**src/rtl/wrperm_pkg.sv**
```systemverilog
package wrperm_pkg;

    typedef enum logic [1:0] {
        LVL_NONE = 2'b00,
        LVL_QTR  = 2'b01,
        LVL_HALF = 2'b10,
        LVL_ALL  = 2'b11
    } prot_lvl_e;

    typedef struct packed {
        logic grant;
        logic deny;
    } verdict_t;

    // number of locked quarters, counted from the top of the array
    function automatic int unsigned locked_quarters(prot_lvl_e lvl);
        case (lvl)
            LVL_NONE: return 0;
            LVL_QTR:  return 1;
            LVL_HALF: return 2;
            default:  return 4;
        endcase
    endfunction

    function automatic logic [7:0] pack_status(prot_lvl_e lvl, logic wel, logic busy);
        return {4'b0000, lvl, wel, busy};
    endfunction

endpackage

```
**src/rtl/wrperm_timer.sv**
```systemverilog
module wrperm_timer #(
    parameter int unsigned WR_CYCLES = 1000
) (
    input  logic clk,
    input  logic rst,
    input  logic start,
    output logic busy,
    output logic done
);
    localparam int unsigned CNT_W = (WR_CYCLES > 2) ? $clog2(WR_CYCLES) : 1;
    localparam logic [CNT_W-1:0] CNT_LOAD = CNT_W'(WR_CYCLES - 1);

    logic [CNT_W-1:0] cnt_q;
    logic             busy_q;

    assign done = busy_q && (cnt_q == '0);
    assign busy = busy_q;

    always_ff @(posedge clk) begin
        if (rst) begin
            busy_q <= 1'b0;
            cnt_q  <= '0;
        end else if (start && !busy_q) begin
            busy_q <= 1'b1;
            cnt_q  <= CNT_LOAD;
        end else if (busy_q) begin
            if (cnt_q == '0) busy_q <= 1'b0;
            else             cnt_q  <= cnt_q - 1'b1;
        end
    end
endmodule

```
**src/rtl/wrperm_wel.sv**
```systemverilog
module wrperm_wel (
    input  logic clk,
    input  logic rst,
    input  logic pin_ok,
    input  logic busy,
    input  logic done,
    input  logic op_wren,
    input  logic bit_more,
    input  logic desel,
    input  logic op_wrdi,
    output logic wel
);
    logic arm_q;
    logic wel_q;

    assign wel = wel_q;

    // an enable opcode is armed until the next bit or the deselect
    always_ff @(posedge clk) begin
        if (rst)                     arm_q <= 1'b0;
        else if (op_wren && !busy)   arm_q <= 1'b1;
        else if (bit_more || desel)  arm_q <= 1'b0;
    end

    always_ff @(posedge clk) begin
        if (rst)                  wel_q <= 1'b0;
        else if (!pin_ok)         wel_q <= 1'b0;
        else if (done)            wel_q <= 1'b0;
        else if (busy)            wel_q <= wel_q;
        else if (op_wrdi)         wel_q <= 1'b0;
        else if (desel && arm_q)  wel_q <= 1'b1;
    end
endmodule

```
**src/rtl/wrperm_gate.sv**
```systemverilog
module wrperm_gate
    import wrperm_pkg::*;
#(
    parameter int unsigned ADDR_W = 9,
    parameter int unsigned PAGE_W = 4
) (
    input  logic                     clk,
    input  logic                     rst,
    input  logic                     req_arr,
    input  logic                     req_sts,
    input  logic [ADDR_W-PAGE_W-1:0] page,
    input  logic [1:0]               new_lvl,
    input  logic                     wel,
    input  logic                     pin_ok,
    input  logic                     busy,
    input  logic                     done,
    output logic                     start,
    output verdict_t                 verdict,
    output prot_lvl_e                lvl
);
    localparam int unsigned PIDX_W = ADDR_W - PAGE_W;
    localparam int unsigned NPAGES = 1 << PIDX_W;

    prot_lvl_e lvl_q, lvl_new_q;
    logic      lvl_pend_q;
    verdict_t  verdict_q;
    logic      locked, any_req, ok;

    always_comb begin
        // page is locked when 4*page >= NPAGES*(4 - locked quarters)
        locked  = (int'(page) * 4) >= (int'(NPAGES) * (4 - int'(locked_quarters(lvl_q))));
        any_req = req_arr || req_sts;
        ok      = (req_arr ^ req_sts) && !busy && pin_ok && wel && (req_sts || !locked);
        start   = any_req && ok;
    end

    always_ff @(posedge clk) begin
        if (rst) begin
            verdict_q  <= '0;
            lvl_q      <= LVL_NONE;
            lvl_new_q  <= LVL_NONE;
            lvl_pend_q <= 1'b0;
        end else begin
            verdict_q.grant <= any_req && ok;
            verdict_q.deny  <= any_req && !ok;
            if (start && req_sts) begin
                lvl_pend_q <= 1'b1;
                lvl_new_q  <= prot_lvl_e'(new_lvl);
            end else if (done && lvl_pend_q) begin
                lvl_pend_q <= 1'b0;
                lvl_q      <= lvl_new_q;
            end
        end
    end

    assign verdict = verdict_q;
    assign lvl     = lvl_q;
endmodule

```
**src/rtl/wrperm_ctrl.sv**
```systemverilog
module wrperm_ctrl
    import wrperm_pkg::*;
#(
    parameter int unsigned ADDR_W    = 9,
    parameter int unsigned PAGE_W    = 4,
    parameter int unsigned WR_CYCLES = 1000
) (
    input  logic                     clk,
    input  logic                     rst,
    input  logic                     wr_pin_i,
    input  logic                     op_wren_i,
    input  logic                     bit_more_i,
    input  logic                     desel_i,
    input  logic                     op_wrdi_i,
    input  logic                     commit_arr_i,
    input  logic                     commit_sts_i,
    input  logic [ADDR_W-PAGE_W-1:0] commit_page_i,
    input  logic [1:0]               sts_bp_i,
    output logic                     grant_o,
    output logic                     deny_o,
    output logic                     busy_o,
    output logic [7:0]               status_o
);
    logic      busy, done, start, wel;
    verdict_t  verdict;
    prot_lvl_e lvl;

    wrperm_timer #(.WR_CYCLES(WR_CYCLES)) timer_i (
        .clk(clk), .rst(rst), .start(start), .busy(busy), .done(done)
    );

    wrperm_wel wel_i (
        .clk(clk), .rst(rst), .pin_ok(wr_pin_i), .busy(busy), .done(done),
        .op_wren(op_wren_i), .bit_more(bit_more_i), .desel(desel_i),
        .op_wrdi(op_wrdi_i), .wel(wel)
    );

    wrperm_gate #(.ADDR_W(ADDR_W), .PAGE_W(PAGE_W)) gate_i (
        .clk(clk), .rst(rst), .req_arr(commit_arr_i), .req_sts(commit_sts_i),
        .page(commit_page_i), .new_lvl(sts_bp_i), .wel(wel), .pin_ok(wr_pin_i),
        .busy(busy), .done(done), .start(start), .verdict(verdict), .lvl(lvl)
    );

    assign grant_o  = verdict.grant;
    assign deny_o   = verdict.deny;
    assign busy_o   = busy;
    assign status_o = pack_status(lvl, wel, busy);
endmodule

```
**config.mk**
```make
export PLATFORM = sky130hd
export DESIGN_NAME = wrperm_ctrl
export DESIGN_NICKNAME = d
export VERILOG_FILES = /design/src/rtl/wrperm_pkg.sv /design/src/rtl/wrperm_timer.sv /design/src/rtl/wrperm_wel.sv /design/src/rtl/wrperm_gate.sv /design/src/rtl/wrperm_ctrl.sv
export SDC_FILE = /design/constraint.sdc
export NUM_CORES = 1
export LEC_CHECK = 0
export BUFFER_PORTS_ARGS = -buffer_cell sky130_fd_sc_hd__buf_2
export CAP_MARGIN = 20
export CELL_PAD_IN_SITES_DETAIL_PLACEMENT = 1
export CELL_PAD_IN_SITES_GLOBAL_PLACEMENT = 1
export CORE_AREA = 4 4 56 70
export DETAILED_ROUTE_END_ITERATION = 10
export DIE_AREA = 0 0 60 74
export GPL_ROUTABILITY_DRIVEN = 1
export MAX_ROUTING_LAYER = met4
export PLACE_DENSITY_LB_ADDON = 0.1
export SLEW_MARGIN = 5
export SYNTH_ARGS = -nofsm -noshare
export SYNTH_HDL_FRONTEND = slang
export SYNTH_SLANG_ARGS = --single-unit
```
**constraint.sdc**
```tcl
create_clock -name clk -period 1.94 [get_ports clk]
set_input_delay 0.582 -clock clk [delete_from_list [all_inputs] [get_ports clk]]
set_output_delay 0.582 -clock clk [all_outputs]
set_load 0.005 [all_outputs]
```
==> results.ini, run 1 <==
[clocking]
clkLatencyLatePin_ps = 260
cts_setup_buffers = 0
cts.sink_count = 20
cts_hold_buf = 0
cts_tree = done
clockBufferDepth = 2
clockRootBuffer = clkbuf_8
cts.clk_slew.worst_paths_ps = 80
htree_levels = 1
cts_buffers = 3

[die]
chipWidth_microns = 60
io_pins = 27
core_sq_mm = 0.003223
num_rows = 23
chipHeight_microns = 74
initial_utilization_pct = 33.23
die_area_sq_mm = 0.004440

[critical_path]
cp-end-kind = flop
worstSetupPathType = reg -> reg
cp.required_ps = 2140
crit_fanout = 3
reg2regPathDepth = 6
crit_arrival_ps = 2000
startpoint_type = flop

[routing]
vias = 978
vias_per_cell = 5.120
routed_wl_microns = 2752
dr.pass1.iters = 4
drt_iter0_drc = 19
wl_per_cell_microns = 14.41
detail-route-antenna-nets = 0
drc = 0

[power_and_ir_drop]
peakVddDrop_mv = 0.3454
p_total_mw = 0.8905
static-leakage-power_nw = 0.5643
powerDensity_mw_per_mm2 = 651.2

[layout]
area_growth_pct = 27.69
seq_area_sq_um = 401.6
fin_area_sq_mm = 0.001368
nFillCells = 405
nets = 177
multi_input_area_sq_um = 614.3
n_antenna_cell = 0
drive_gt1_share_pct = 30.52
fin_cells = 191

[synthesis]
ys_types = 36
ys_warn_count = 0
syn_inst = 123
ys_top_cells_by_area = dfxtp_1 (37%), ha_1 (7.0%), buf_4 (4.2%)
seq_area_frac_synth_pct = 37.38
ys_ff_latch = 20
synth_area_per_cell_sq_um = 8.708
post-synth-top-count-cell = dfxtp_1
syn-cell-area_sq_mm = 0.001071
synthTopCellsByCount = dfxtp_1 (20), nor2_1 (12), inv_1 (11)
synth-async-reset-ratio_pct = 0
synth_flop_cell = dfxtp_1
yosys.area.top_type_share_pct = 37.38
yosysTopAreaCell = dfxtp_1
synth_enable_flop_cells = 0

[sta]
grt_setup_unrepaired = no
setup_viol = 0
fin_tns_setup_ps = 0
slew_viol_final = 0
fin_crit_ps = 1797
hold_viol = 0
fin_worst_skew_ps = 2.173
fmax_mhz = 556.6
finalCritPeriodShare_pct = 92.61

[placed_design]
hpwl_microns = 2210
dpl_cell_area_sq_mm = 0.001264
dp.cells = 187
globalplace.congestion = 0.7949
io_buffers = 22

[run_status]
status = finished clean

[hold_path]
hold_depth = 2
hold_path_class = in -> reg

[grt]
grt_usage_pct = 13.84
overflow = 0
grt_pass1_wl_microns = 4498
grt_max_degree = 21
antenna_found_initial = 0
grt_pass1_vias = 991

[job]
drv_cap = 0

## layer usage
metal / GRT usage (%) / part of all wire (%)
met2: 23.80 / 51
met1: 15.84 / 43
met5: - / 0
met4: 5.172 / 1.5
met3: 2.257 / 4.2
## final cells by class
class,count,share of cell area [%]
clock buffers,3,3.019
clock inverters,1,2.196
inverters,11,3.019
multi-input cells,86,44.92
flip-flops and latches,20,29.37
well taps,37,3.385
repair buffers,33,14.09
## worst paths after layout
path                               startpoint                                to  slack (ps)
min                                 op_wrdi_i            wel_i.wel$_SDFFE_PP0P_         510
max             timer_i.cnt_q[0]$_SDFFE_PP0P_     timer_i.cnt_q[1]$_SDFFE_PP0P_         140
min reg2reg  gate_i.lvl_new_q[0]$_SDFFE_PP0P_  gate_i.lvl_new_q[0]$_SDFFE_PP0P_         510
max reg2reg     timer_i.cnt_q[0]$_SDFFE_PP0P_     timer_i.cnt_q[1]$_SDFFE_PP0P_         140
## flip-flops by register name, indices dropped and copies added (netlist names)
register,count
timer_i.cnt_q,10
gate_i.lvl,2
gate_i.lvl_new_q,2
gate_i.verdict,2
gate_i.lvl_pend_q,1
timer_i.busy,1
wel_i.arm_q,1
wel_i.wel,1
## placed cells by master, fill, tap and decap left out, types with 2 or more instances in the layout
| cell type | synthesis | layout |
|---|---|---|
| nor3_1 | 5 | 5 |
| mux2i_1 | 4 | 4 |
| clkbuf_8 | 0 | 3 |
| nor2b_1 | 2 | 2 |
| dfxtp_1 | 20 | 19 |
| or3_1 | 5 | 5 |
| nand4b_1 | 2 | 2 |
| conb_1 | 1 | 4 |
| nor2_1 | 12 | 12 |
| a31oi_1 | 7 | 7 |
| ha_1 | 6 | 6 |
| buf_4 | 6 | 11 |
| inv_1 | 11 | 11 |
| nand2_1 | 7 | 6 |
| a21oi_1 | 6 | 6 |
| nor3b_1 | 2 | 2 |
| xnor2_1 | 3 | 3 |
| buf_2 | 1 | 22 |
| a211oi_1 | 4 | 3 |
## power by group
group	internal, mW	switching, mW	leakage [nW]
Sequential	0.414	0.00190	0.162
Clock	0.276	0.150	0.0357
Combinational	0.0223	0.0268	0.366
## critical path, stage by stage (launching register included)
cell     delay (ps)
dfxtp_1         320
inv_1            80
ha_1            170
or3b_4          420
o31ai_4         250
mux2_2          360
a21oi_1         130
## kinds of logic after synthesis
group                      count (synthesis)  synth area share (%)
DFF                                       20                 37.38
adders and majority gates                  6                 7.009
xor gates and xnor gates                   3                 2.454
AOI/OAI and AO/OA                         24                 15.77
muxes                                      5                 4.790
and+or+nand+nor                           44                 23.01
other                                      1                0.3501
buffers and inverters                     20                 9.229
## what timing repair did
item | 4_1_cts | 5_1_grt
endpoints found under the setup margin | 0 | 12
endpoints found under the hold margin | 0 | 0
gates resized for setup | 0 | 7
## per-stage QoR
stage	hold slack, ps	setup slack (ps)	utilization [%]
after floorplan	461.1	101.3	-
after global placement	483.7	32.16	39.21
after detailed placement	496.8	-73.50	39.21
after CTS	492.7	38.36	41.42
after global routing	490.3	7.299	42.43
final	505.4	143.4	42.43
(Power assumes the default switching activity.)
==> run 2, diff against run 1 <==
--- a/config.mk
+++ b/config.mk
@@ -13,7 +13,6 @@
 export DETAILED_ROUTE_END_ITERATION = 10
 export DIE_AREA = 0 0 60 74
 export GPL_ROUTABILITY_DRIVEN = 1
-export MAX_ROUTING_LAYER = met4
 export PLACE_DENSITY_LB_ADDON = 0.1
 export SLEW_MARGIN = 5
 export SYNTH_ARGS = -nofsm -noshare
==> run 2 against run 1 <==
Core utilization shrank 0.31 points. Sequential power is essentially flat. Clock-buffer cell count is the same. Clock skew is essentially flat. Via count grew 0.31%. Cell count shrank 0.52%. Largest cell class unchanged. Largest power group is now sequential cells.
==> results.ini, run 2 (synthesized netlist as in run 1, its figures left out) <==
[critical_path]
cp-end-kind = flop
max_stage_delay_ps = 420  ; about the same
cp.required_ps = 2130  ; about the same
startpoint_type = flop
crit_arrival_ps = 2020  ; +20 ps
crit_fanout = 3  ; unchanged
reg2reg_slack_ps = 110  ; -40 ps
cp_slowest_cell = or3b_4
cp_cell_sequence = inv_1 > ha_1 > or3b_4 > o31ai_4 > mux2_2 > a21oi_1
worstSetupPathType = reg -> reg

[layout]
multi_input_area_sq_um = 613.1  ; -0.20%
nets = 176  ; -0.56%
n_antenna_cell = 0  ; unchanged
final_common_cell = buf_2
regMostFlops = timer_i.cnt_q
layout_common_cells = buf_2 (22), dfxtp_1 (20), nor2_1 (12)
nFillCells = 402  ; -0.74%
drive_gt1_share_pct = 28.10  ; -2.4 points
fin_util_pct = 42.12  ; -0.31 points
seq_area_sq_um = 400.4  ; -0.31%
largest_reg_flops = 10  ; unchanged
area_growth_pct = 26.75
fin_cells = 190  ; -0.52%

[die]
num_rows = 23  ; unchanged
io_pins = 27  ; unchanged
die_area_sq_mm = 0.004440  ; unchanged
initial_utilization_pct = 33.23  ; unchanged
chipHeight_microns = 74  ; unchanged
core_sq_mm = 0.003223  ; unchanged
chipWidth_microns = 60  ; unchanged

[power_and_ir_drop]
static-leakage-power_nw = 0.5598  ; -0.79%
peakVddDrop_mv = 0.4479  ; +30%
powerDensity_mw_per_mm2 = 648.5  ; -0.41%

[grt]
antenna_found_initial = 0  ; unchanged
top_usage_layer = met2
grt_pass1_vias = 1015  ; +2.4%
grtUsageMet3_pct = 2.083  ; -0.17 points
grt_usage_pct = 13.19  ; -0.65 points
grt_max_degree = 21  ; unchanged
grt_pass1_wl_microns = 4554  ; +1.2%
grt_util_met2_pct = 22.48  ; -1.3 points
use_met1_pct = 16.51  ; +0.67 points
overflow = 0  ; unchanged

[clocking]
clockBufferDepth = 2  ; unchanged
cts.sink_count = 20  ; unchanged
htree_levels = 1  ; unchanged
cts_buffers = 3  ; unchanged
cts_setup_buffers = 0  ; unchanged
cts_tree = done
clockRootBuffer = clkbuf_8
cts.clk_slew.worst_paths_ps = 80  ; about the same
cts_hold_buf = 0  ; unchanged
clkLatencyLatePin_ps = 250  ; about the same

[routing]
drt_iter0_drc = 18  ; -1
routed_wl_microns = 2742  ; -0.36%
drc = 0  ; unchanged
vias_per_cell = 5.163  ; +0.83%
dr.pass1.iters = 4  ; unchanged
detail-route-antenna-nets = 0  ; unchanged
wl_per_cell_microns = 14.43  ; +0.16%
vias = 981  ; +0.31%

[sta]
finalCritPeriodShare_pct = 94.52  ; +1.9 points
grt_setup_unrepaired = yes
fin_worst_skew_ps = 2.343  ; +0.1696 ps
slew_viol_final = 0  ; unchanged
hold_viol = 0  ; unchanged
fmax_mhz = 545.4  ; -2.0%
fin_crit_ps = 1834  ; +37.06 ps
setup_viol = 0  ; unchanged

[placed_design]
io_buffers = 22  ; unchanged
dp.cells = 186  ; -0.53%
globalplace.congestion = 0.8112  ; +2.1%
hpwl_microns = 2157  ; -2.4%

[run_status]
status = finished clean

[hold_path]
hold_path_class = reg -> reg

[job]
drv_cap = 0  ; unchanged

## run 2: cell count changes in the layout (fill, tap and decap cells not counted)
cell      change
buf_4         -1
dfxtp_1       +1
nand2_2       -1
dfxtp_2       -1
nand2_1       +1
a211oi_2      -1
nor3_2        -1
a211oi_1      +1
nor3_4        +1
## run 2: final cells by class
type / instances / area share [%]
clock buffer: 3 / 3.041
clock inverter: 1 / 2.212
inverter: 11 / 3.041
multi-input combinational: 86 / 45.16
sequential: 20 / 29.49
tap: 37 / 3.410
timing repair buffer: 32 / 13.64
## run 2: worst max-delay path: cells and delay by family, from the launching register on
family	cells	cell delay (ps)
buf+inv	1	90
flops	1	320
simple gates	1	420
fa+ha+maj	1	170
compound gates	2	400
mux	1	360
## run 2: metrics by stage
step / worst slack [ps] / hold WS [ps] / power (mW) / TNS (ps) / cell area [sq um]
detailed placement: -130.7 / 501.5 / 0.4720 / -1376 / 1256
floorplan: 101.3 / 461.1 / 0.4542 / 0 / 1082
finish: 106.4 / 514.9 / 0.8803 / 0 / 1358
CTS: 27.22 / 524.7 / 0.8959 / 0 / 1334
global route: -13.38 / 530.1 / 0.9211 / -13.38 / 1358
global placement: -44.42 / 478.2 / 0.4699 / -323.9 / 1256
## run 2: final timing paths
| kind | cells past startpoint | start | end |
|---|---|---|---|
| worst max register to register | 6 | timer_i.cnt_q[0]$_SDFFE_PP0P_ | timer_i.cnt_q[1]$_SDFFE_PP0P_ |
| worst min register to register | 2 | wel_i.arm_q$_SDFFE_PP0P_ | wel_i.arm_q$_SDFFE_PP0P_ |
| worst max-delay path | 6 | timer_i.cnt_q[0]$_SDFFE_PP0P_ | timer_i.cnt_q[1]$_SDFFE_PP0P_ |
| worst min-delay path | 2 | wel_i.arm_q$_SDFFE_PP0P_ | wel_i.arm_q$_SDFFE_PP0P_ |
## run 2: what timing repair did
item / in CTS / in global routing
pin swaps: 0 / 0
resized for setup: 1 / 4
endpoints found under the setup margin: 6 / 11
## run 2: where the power goes
part | leakage (nW) | switching (mW) | internal [mW] | total, mW
registers | 0.162 | 0.00215 | 0.414 | 0.416
clock network | 0.0357 | 0.140 | 0.275 | 0.415
logic | 0.362 | 0.0266 | 0.0225 | 0.0490
total | 0.560 | 0.169 | 0.711 | 0.880
## run 2: routing by layer
metal | share of wire (%) | up-vias
met5 | 0 | -
met4 | 1.9 | 0
met3 | 3.2 | 4
met2 | 51 | 15
met1 | 44 | 474
li1 | - | 488
